[config.mk]
export PLATFORM = sky130hd
export DESIGN_NAME = adc_avg_seq
export DESIGN_NICKNAME = d
export VERILOG_FILES = /design/src/rtl/adc_seq_pkg.sv /design/src/rtl/adc_rr_pick.sv /design/src/rtl/adc_pace_timer.sv /design/src/rtl/adc_avg_engine.sv /design/src/rtl/adc_avg_seq.sv
export SDC_FILE = /design/constraint.sdc
export NUM_CORES = 1
export LEC_CHECK = 0
export BUFFER_PORTS_ARGS = -buffer_cell sky130_fd_sc_hd__buf_4
export CORE_MARGIN = 2
export CORE_UTILIZATION = 30
export DETAILED_ROUTE_END_ITERATION = 16
export PLACE_DENSITY = 0.57
export SETUP_SLACK_MARGIN = 0.15
export SKIP_CTS_REPAIR_TIMING = 1
export SYNTH_ARGS = -nofsm -noshare
export SYNTH_HDL_FRONTEND = slang
export SYNTH_SLANG_ARGS = --single-unit
[constraint.sdc]
create_clock -name clk -period 2.9 [get_ports clk]
set_clock_uncertainty 0.05 [all_clocks]
set_input_delay 0.29 -clock clk [delete_from_list [all_inputs] [get_ports clk]]
set_output_delay 0.29 -clock clk [all_outputs]
set_load 0.01 [all_outputs]
[src/rtl/adc_seq_pkg.sv]
package adc_seq_pkg;
  localparam int NSLOT  = 4;
  localparam int SLOT_W = $clog2(NSLOT);
  localparam int SMP_W  = 12;
  localparam int CH_W   = 4;
  localparam int CNT_W  = 6;
  localparam int ACC_W  = SMP_W + 5;

  // samples per conversion
  function automatic logic [CNT_W-1:0] avg_len(input logic avg_on, input logic [1:0] code);
    return avg_on ? (CNT_W'(4) << code) : CNT_W'(1);
  endfunction

  // log2 of samples per conversion
  function automatic logic [2:0] avg_shift(input logic avg_on, input logic [1:0] code);
    return avg_on ? (3'd2 + {1'b0, code}) : 3'd0;
  endfunction

  // clock cycles between two sample strobes
  function automatic int unsigned pace_cycles(input logic [2:0] div_code, input int unsigned unit);
    logic [2:0] d;
    d = (div_code > 3'd5) ? 3'd5 : div_code;
    return (32'd4 << d) * (unit + 32'd1) * 32'd6;
  endfunction
endpackage

[src/rtl/adc_rr_pick.sv]
module adc_rr_pick #(
  parameter int N  = 4,
  parameter int IW = 2
) (
  input  logic [N-1:0]  req,
  input  logic [IW-1:0] last,
  output logic [IW-1:0] pick,
  output logic          any
);
  logic [IW-1:0] idx;

  // lowest offset after the last served slot wins; N must be a power of two
  always_comb begin
    pick = last;
    idx  = last;
    any  = |req;
    for (int k = N; k >= 1; k--) begin
      idx = IW'(last + IW'(k));
      if (req[idx]) pick = idx;
    end
  end
endmodule

[src/rtl/adc_pace_timer.sv]
module adc_pace_timer #(
  parameter int UNIT_W = 8,
  parameter int PER_W  = UNIT_W + 10
) (
  input  logic              clk,
  input  logic              rst_n,
  input  logic              run,
  input  logic [2:0]        div_code,
  input  logic [UNIT_W-1:0] unit,
  output logic              tick
);
  import adc_seq_pkg::*;

  logic [PER_W-1:0] period;
  logic [PER_W-1:0] cnt;
  logic             wrap;

  assign period = PER_W'(pace_cycles(div_code, 32'(unit)));
  assign wrap   = (cnt == period - PER_W'(1));
  assign tick   = run && wrap;

  always_ff @(posedge clk or negedge rst_n) begin
    if (!rst_n)     cnt <= '0;
    else if (!run)  cnt <= '0;
    else if (wrap)  cnt <= '0;
    else            cnt <= cnt + PER_W'(1);
  end
endmodule

[src/rtl/adc_avg_engine.sv]
module adc_avg_engine #(
  parameter int TMO_W = 16
) (
  input  logic                                           clk,
  input  logic                                           rst_n,
  input  logic                                           conv_on,
  input  logic [adc_seq_pkg::NSLOT-1:0]                  en,
  input  logic [adc_seq_pkg::NSLOT-1:0]                  one_shot,
  input  logic [adc_seq_pkg::NSLOT-1:0]                  avg_on,
  input  logic [adc_seq_pkg::NSLOT-1:0][1:0]             avg_code,
  input  logic [adc_seq_pkg::NSLOT-1:0][adc_seq_pkg::CH_W-1:0] chan,
  input  logic                                           tick,
  input  logic [TMO_W-1:0]                               tmo_limit,
  input  logic                                           smp_vld,
  input  logic [adc_seq_pkg::SMP_W-1:0]                  smp_data,
  output logic                                           busy,
  output logic                                           smp_req,
  output logic [adc_seq_pkg::CH_W-1:0]                   smp_ch,
  output logic                                           done_vld,
  output logic [adc_seq_pkg::SLOT_W-1:0]                 done_slot,
  output logic [adc_seq_pkg::SMP_W-1:0]                  done_data,
  output logic                                           tmo_vld,
  output logic [adc_seq_pkg::SLOT_W-1:0]                 tmo_slot,
  output logic [adc_seq_pkg::NSLOT-1:0]                  clr,
  output logic                                           last_hit,
  output logic                                           tmo_hit
);
  import adc_seq_pkg::*;

  logic [SLOT_W-1:0] cur, rr_last, pick;
  logic              any, start, live, waiting, shot_q;
  logic [CNT_W-1:0]  cnt, need;
  logic [2:0]        shift;
  logic [ACC_W-1:0]  acc, acc_nx;
  logic [TMO_W-1:0]  tmo_cnt;

  adc_rr_pick #(.N(NSLOT), .IW(SLOT_W)) u_pick (
    .req(en), .last(rr_last), .pick(pick), .any(any)
  );

  always_comb begin
    start    = !busy && conv_on && any;
    live     = busy && conv_on && en[cur];
    acc_nx   = acc + ACC_W'(smp_data);
    last_hit = live && waiting && smp_vld && (cnt + CNT_W'(1) == need);
    tmo_hit  = live && waiting && !smp_vld && (tmo_cnt == tmo_limit - TMO_W'(1));
    clr      = '0;
    if ((last_hit && shot_q) || tmo_hit) clr[cur] = 1'b1;
  end

  always_ff @(posedge clk or negedge rst_n) begin
    if (!rst_n) begin
      busy <= 1'b0; waiting <= 1'b0; shot_q <= 1'b0;
      cur <= '0; rr_last <= SLOT_W'(NSLOT - 1);
      cnt <= '0; need <= '0; shift <= '0; acc <= '0; tmo_cnt <= '0;
      smp_req <= 1'b0; smp_ch <= '0;
      done_vld <= 1'b0; done_slot <= '0; done_data <= '0;
      tmo_vld <= 1'b0; tmo_slot <= '0;
    end else begin
      smp_req  <= 1'b0;
      done_vld <= 1'b0;
      tmo_vld  <= 1'b0;
      if (start) begin
        busy    <= 1'b1;
        waiting <= 1'b0;
        cur     <= pick;
        rr_last <= pick;
        cnt     <= '0;
        acc     <= '0;
        need    <= avg_len(avg_on[pick], avg_code[pick]);
        shift   <= avg_shift(avg_on[pick], avg_code[pick]);
        shot_q  <= one_shot[pick];
        smp_ch  <= chan[pick];
      end else if (busy) begin
        if (!live) begin
          busy    <= 1'b0;
          waiting <= 1'b0;
        end else if (waiting) begin
          if (smp_vld) begin
            acc     <= acc_nx;
            cnt     <= cnt + CNT_W'(1);
            waiting <= 1'b0;
            if (last_hit) begin
              busy      <= 1'b0;
              done_vld  <= 1'b1;
              done_slot <= cur;
              done_data <= SMP_W'(acc_nx >> shift);
            end
          end else if (tmo_hit) begin
            busy     <= 1'b0;
            waiting  <= 1'b0;
            tmo_vld  <= 1'b1;
            tmo_slot <= cur;
          end else begin
            tmo_cnt <= tmo_cnt + TMO_W'(1);
          end
        end else if (tick) begin
          smp_req <= 1'b1;
          waiting <= 1'b1;
          tmo_cnt <= '0;
        end
      end
    end
  end
endmodule

[src/rtl/adc_avg_seq.sv]
module adc_avg_seq #(
  parameter int UNIT_W = 8,
  parameter int TMO_W  = 16
) (
  input  logic              clk,
  input  logic              rst_n,
  input  logic [31:0]       glb_cfg,
  input  logic [31:0]       tmr_cfg,
  input  logic              cfg_wr,
  input  logic [1:0]        cfg_slot,
  input  logic              cfg_word,
  input  logic [31:0]       cfg_wdata,
  input  logic [TMO_W-1:0]  tmo_limit,
  output logic              smp_req,
  output logic [3:0]        smp_ch,
  input  logic              smp_vld,
  input  logic [11:0]       smp_data,
  output logic              done_vld,
  output logic [1:0]        done_slot,
  output logic [11:0]       done_data,
  output logic              tmo_vld,
  output logic [1:0]        tmo_slot,
  output logic [3:0]        slot_en
);
  import adc_seq_pkg::*;

  localparam int PER_W = UNIT_W + 10;

  logic                        conv_on, eng_busy, pace_tick, last_hit, tmo_hit;
  logic [NSLOT-1:0]            slot_clr, shot_v, avg_v;
  logic [NSLOT-1:0][1:0]       code_v;
  logic [NSLOT-1:0][CH_W-1:0]  chan_v;
  logic                        unused_bits;

  assign conv_on     = glb_cfg[0] && !glb_cfg[1] && !glb_cfg[31];
  assign unused_bits = ^{glb_cfg[30:2], tmr_cfg[28:UNIT_W], cfg_wdata[28],
                         cfg_wdata[23:14], cfg_wdata[11:0]};

  for (genvar gi = 0; gi < NSLOT; gi++) begin : g_slot
    logic            en_q, shot_q, avg_q;
    logic [1:0]      code_q;
    logic [CH_W-1:0] chan_q;
    logic            hit, wr1, wr2;

    assign hit = cfg_wr && (cfg_slot == SLOT_W'(gi));
    assign wr1 = hit && !cfg_word;
    assign wr2 = hit && cfg_word;

    always_ff @(posedge clk or negedge rst_n) begin
      if (!rst_n) begin
        en_q <= 1'b0; shot_q <= 1'b0; avg_q <= 1'b0; chan_q <= '0; code_q <= '0;
      end else begin
        if (wr1) begin
          en_q   <= cfg_wdata[31];
          shot_q <= cfg_wdata[30];
          avg_q  <= cfg_wdata[29];
          chan_q <= cfg_wdata[27:24];
        end else if (slot_clr[gi]) begin
          en_q <= 1'b0;
        end
        if (wr2) code_q <= cfg_wdata[13:12];
      end
    end

    assign slot_en[gi] = en_q;
    assign shot_v[gi]  = shot_q;
    assign avg_v[gi]   = avg_q;
    assign code_v[gi]  = code_q;
    assign chan_v[gi]  = chan_q;
  end

  adc_pace_timer #(.UNIT_W(UNIT_W), .PER_W(PER_W)) u_timer (
    .clk(clk), .rst_n(rst_n), .run(eng_busy),
    .div_code(tmr_cfg[31:29]), .unit(tmr_cfg[UNIT_W-1:0]), .tick(pace_tick)
  );

  adc_avg_engine #(.TMO_W(TMO_W)) u_engine (
    .clk(clk), .rst_n(rst_n), .conv_on(conv_on),
    .en(slot_en), .one_shot(shot_v), .avg_on(avg_v), .avg_code(code_v), .chan(chan_v),
    .tick(pace_tick), .tmo_limit(tmo_limit), .smp_vld(smp_vld), .smp_data(smp_data),
    .busy(eng_busy), .smp_req(smp_req), .smp_ch(smp_ch),
    .done_vld(done_vld), .done_slot(done_slot), .done_data(done_data),
    .tmo_vld(tmo_vld), .tmo_slot(tmo_slot), .clr(slot_clr),
    .last_hit(last_hit), .tmo_hit(tmo_hit)
  );
endmodule

# == Word-level counts from Yosys, hierarchy flattened ==
# Index checks and enable logic that the tools add are counted.
# word_totals
ff_bits,132
inputBits,131
output_inout_bits,27
wordCells,196
# classes
n_addsub,11
multipliers,2
magnitude_cmp,7
eq_ne,8
n_shift,3
n_mux,78
bitwise,2
n_reduce_logical,47
# ops
cell,count
2-to-1 mux 17 bit,5
2-to-1 mux 16 bit,4
2-to-1 mux 1 bit,44
2-to-1 mux 18 bit,2
2-to-1 mux 6 bit,6
multiplier 32 x 2 -> 17 bit (second input constant),1
multiplier 32 x 32 -> 32 bit,1
left shift 3 x 3 -> 32 bit (first input constant),1
logical AND 1 bit,26
adder 18 x 1 -> 18 bit (second input constant),1
equality test 18 bit,1
AND reduction 6 bit,3
nonzero test 2 bit,9
subtractor 18 x 1 -> 18 bit (second input constant),1
adder 17 x 12 -> 17 bit,1
>> shifter 17 x 3 -> 12 bit,1
adder 16 x 1 -> 16 bit (second input constant),1
equality test 16 bit,1
subtractor 16 x 1 -> 16 bit (second input constant),1
< comparator 2 x 3 -> 1 bit (second input constant),5
binary-select mux 1 bit (select 2 bit),6
adder 8 x 1 -> 9 bit (second input constant),1
binary-select mux 4 bit (select 2 bit),1
2-to-1 mux 2 bit,4
other kinds (21),31

# == Longest topological paths before layout ==
# depth
ltp_word,14
depth_mapped,33

# == Cells and area by module ==
# From an unflattened synthesis, not the netlist that was laid out.
# unflattened
hier_cells,1283
hier_area_um2,11726.2
# by_module_without_submodules
module,n_inst,cells_per_inst,area_each_um2,seq_area_each_um2
adc_avg_engine,1,661,5786.8,1929.4
adc_pace_timer,1,517,4351.7,450.4
adc_avg_seq,1,93,1501.4,900.9
adc_rr_pick,1,12,86.3,0.0

# == Least setup slack after synthesis ==
# No wires, ideal clock.
# synth_path
path_kind,input-to-reg
startpoint,input tmr_cfg[31]
endpoint,register u_engine.tmo_cnt[12]
t_arrival_ns,7.118
setup_slack_ns,-4.387
stages,29
path_buffers,3
cell_sequence,clkbuf_1 > nor3b_1 > nand2_1 > fa_1 > fa_1 > inv_1 > ha_1 > inv_1 > fa_1 > inv_1 > ha_1 > a21o_1 > a21oi_1 > o21bai_1 > or3_1 > a21oi_1 > xnor2_1 > ha_1 > clkbuf_1 > a21oi_1 > nand3_1 > a2bb2oi_1 > nand2_1 > or4_1 > a2111oi_0 > nor3_1 > or3_1 > buf_6 > a31o_1
# synth_between
elab_chain_len,10
# synth_rtl
element,line,source
from (decl),adc_avg_seq.sv:8,"input logic [31:0] tmr_cfg,"
> comparator 3 bit,adc_seq_pkg.sv:22,d = (div_code > 3'd5) ? 3'd5 : div_code;
2-to-1 mux 3 bit *,adc_seq_pkg.sv:22,
left shift 3 x 3 -> 32 bit *,adc_seq_pkg.sv:23,return (32'd4 << d) * (unit + 32'd1) * 32'd6;
multiplier 32 x 32 -> 32 bit *,adc_seq_pkg.sv:23,
multiplier 32 x 2 -> 17 bit *,adc_seq_pkg.sv:23,
subtractor 18 x 1 -> 18 bit *,adc_pace_timer.sv:19,assign wrap = (cnt == period - PER_W'(1));
equality test 18 bit *,adc_pace_timer.sv:19,
logical AND 1 bit *,adc_pace_timer.sv:20,assign tick = run && wrap;
nonzero test 2 bit (no source line) *,-,
AND reduction 6 bit (no source line) *,-,
to (signal assigned),adc_avg_engine.sv:95,tmo_cnt <= tmo_cnt + TMO_W'(1);
to (decl),adc_avg_engine.sv:35,logic [TMO_W-1:0] tmo_cnt;
# Mark *: on every way between the ends. The rest lies on a longest branch, timed or not.
# A chain may end at the register's enable or synchronous reset.

# == Worst setup path after layout ==
# layout_path
startpoint,input tmr_cfg[29]
endpoint,register u_engine.tmo_cnt[2]
# The elaborated chain is that of the path after synthesis.

==> impl_results.md <==
* Max-slew violation count at 0
* Min Clock Period, post-route at 6520 ps
* DP Worst Slack at -4280 ps
* Final setup margin at -3620 ps
* Area of the multi-input gates at 8260 um2
* R2R setup slack at -10 ps
* Skew-Pair Late Insertion Delay at 430 ps
* Post-DRT Antenna Nets at 0
* Reg area at 3280 um2
* Worst setup path class: in2reg
* Worst Reg2Reg Path Length in Cells at 14
* Post-Place Cell Area at 13,900 um2
* Worst slew pin tran at 706 ps
* Crit. End Element: flop
* Post-route clock period utilization at 225%
* CTS Buffer Depth at 2
* Final setup TNS at -127,570 ps
* Post-synth EDFFs at 0
* Fin area at 15,400 um2
* Fin. Hold Viols at 0
* Main synth FF type: dfrtp_1
* IR drop worst, VDD at 0.716 mV
* Die area at 39,000 um2
* Synth Cell Area at 11,200 um2
* Layout area overhead at 36.6%
* Vias in the first global route at 9,956
* Post-synth top cells: 129 x dfrtp_1, 121 x nand2_1, 97 x o21ai_0
* Layout fillers at 3,620
* TritonCTS Buffers at 17
* Vias per cell at 5.00
* Reg2reg end: u_engine.done_data[5]
* Row cnt at 70
* Yosys cell types at 83
* Total chip power at 0.0129 W
* PD cells at 840 nW/um2
* FFs w/ async S/R, synth at 100%
* Max Clock Freq at 153 MHz
* Mapped Cells at 1,268
* Arr. time, crit path at 6790 ps
* Initial DRT Pass Iterations at 5
* Sequential element share of the synthesized area at 29.2%
* Die Ht at 198 um
* Yosys top cell by area: dfrtp_1
* Largest net degree at the start of global routing at 69
* Core Util, Final at 41.7%
* HP Start: cfg_wdata[31]
* Hold path depth at 3
* Sink Count at 131
* FF+latch count, synth at 131
* CP Max Fanout at 5
* Syn Area/Cell at 8.86 um2
* Nets at 1,779
* GPL Wtd Cong at 0.867
* Drt first-iter violations at 423
* WHS Endpoint: g_slot[1].en_q
* I/O pin count at 158
* CTS tree: yes
* Initial antenna violation count at 0
* Total gr overflow at 0
* Clock slew at reported path FFs at 60 ps
* Ant. Diodes at 0
* Root Buffer: clkbuf_16
* Core area at 36,800 um2
* Largest cells by area after synthesis: dfrtp_1 29%, fa_1 7.8%, ha_1 6.8%, xnor2_1 5.2%, o21ai_0 4.3%
* H-tree Lvls at 4
* Critical Path RT at 3170 ps
* Final setup vio count at 37
* Max cap viols at 0
* IO Port Bufs at 84
* Initial Utilization at 30.5%
* Layout cells sized above 1 at 33.2%
* Vias at 10,115
* First-pass GRT wire length at 48.0 mm
* Synth warn at 0
* R2R Path Start: u_engine.acc[0]
* Rel. slew slack at 53.0%
* Top-count cell post-synth: dfrtp_1
* Pleak at 6.76 nW
* Routed length per instance at 14.3 um
* Residual DRC count at 0
* Total GRT Usage at 14.8%
* Share of Yosys cell area claimed by the top area cell type at 28.7%
* Startpoint Class: input pin
* Status: complete, but fails checks
* Hold WC Path Type: in2reg
* DIE WIDTH at 198 um
* Violated checks: negative setup slack
* Aggregate routed wire length at 29.0 mm
* Post-detail-place hpwl at 21.8 mm
* RSZ-0062 raised after global routing: true
==> area by class of cell <==
| type | instances | area share (%) |
|---|---|---|
| Sequential cell | 131 | 21.4 |
| Timing Repair Buffer | 296 | 15.1 |
| Multi-Input combinational cell | 1008 | 53.8 |
| Tap cell | 468 | 3.81 |
| Clock inverter | 11 | 0.668 |
| Clock buffer | 21 | 3.00 |
| Inverter | 89 | 2.19 |
==> logic make-up after synthesis <==
kind of cell	synth area share, %
adders and majority gates	14.6
AOI/OAI and AO/OA	16.9
and+or+nand+nor	18.8
DFF	29.2
buffers and inverters	5.06
muxes	6.65
xor gates and xnor gates	8.68
other	0.0668
==> worst max-delay path by stage <==
stage	end	slack (ps)	startpoint
2_1_floorplan	u_engine.tmo_cnt[12]	-3720	tmr_cfg[31]
3_3_place_gp	u_engine.tmo_cnt[14]	-4180	tmr_cfg[0]
3_5_place_dp	u_engine.tmo_cnt[7]	-4280	tmr_cfg[1]
4_1_cts	u_engine.tmo_cnt[3]	-3880	tmr_cfg[31]
5_1_grt	u_engine.tmo_cnt[2]	-3930	tmr_cfg[1]
6_report	u_engine.tmo_cnt[2]	-3620	tmr_cfg[29]
==> per-layer routing <==
metal	wire length, um	vias up	global-route usage (%)
met1	13500	4911	19.8
li1	-	5027	-
met5	0	-	0
met2	14300	144	24.9
met4	449	0	4.20
met3	753	33	2.24
==> where the power goes <==
part	switching [W]	leakage [nW]	internal [W]
registers	0.000239	1.69	0.00206
clock network	0.000836	0.270	0.00123
logic	0.00408	4.80	0.00445
total	0.00515	6.76	0.00774
==> flip-flops by register name (all words and copies together) (netlist names), 5 cells and up <==
register	count
u_engine.cnt	6
u_engine.need	5
u_engine.done_data	12
g_slot.chan_q	16
u_engine.tmo_cnt	16
u_timer.cnt	18
u_engine.acc	17
g_slot.code_q	8
==> metrics by stage <==
| stage | hold slack, ps | std cells |
|---|---|---|
| 6_report | 54.1 | 2024 |
| 4_1_cts | -180 | 2007 |
| 5_1_grt | 56.1 | 2024 |
| 2_1_floorplan | -55.6 | 1281 |
| 3_3_place_gp | 285 | 1975 |
| 3_5_place_dp | 281 | 1975 |
==> critical path, cell delays in order <==
cell	delay, ps
buf_4	140
buf_6	120
o21ai_2	60
or2_2	290
fa_1	510
fa_1	530
inv_2	50
ha_4	260
inv_4	30
fa_1	530
inv_1	50
ha_1	280
a21o_1	170
a21oi_2	180
o21bai_2	90
or3_1	390
a21oi_2	220
xnor2_2	200
ha_4	280
xnor2_4	130
buf_4	150
a2bb2oi_4	160
nand2_1	90
or4_4	430
a2111oi_4	430
nor3_2	120
or3_4	380
a31o_1	220
==> cells in the final DEF (no fill, tap or decap), types with 8 or more instances in the layout <==
cell type | synthesis | layout
nand3_1 | 51 | 44
a21oi_1 | 47 | 29
a31o_1 | 9 | 9
conb_1 | 2 | 15
nor2_1 | 95 | 89
o31ai_1 | 12 | 10
dfrtp_1 | 129 | 129
or3_1 | 13 | 11
fa_1 | 44 | 40
o21ai_1 | 2 | 20
a21o_1 | 9 | 9
o21ai_0 | 97 | 71
ha_1 | 61 | 55
clkbuf_16 | 0 | 18
nand2_1 | 121 | 116
mux2i_1 | 15 | 12
a31oi_1 | 11 | 10
a21oi_2 | 0 | 14
nand2b_1 | 15 | 15
mux2_2 | 43 | 40
and2_1 | 16 | 14
o21a_1 | 10 | 10
o211ai_1 | 14 | 14
xnor2_1 | 67 | 57
and3_1 | 12 | 9
nor3_1 | 36 | 30
xor2_1 | 39 | 31
buf_6 | 2 | 15
buf_4 | 4 | 277
o21ai_2 | 1 | 8
inv_1 | 89 | 85
Power figures use the tool's default switching activity.
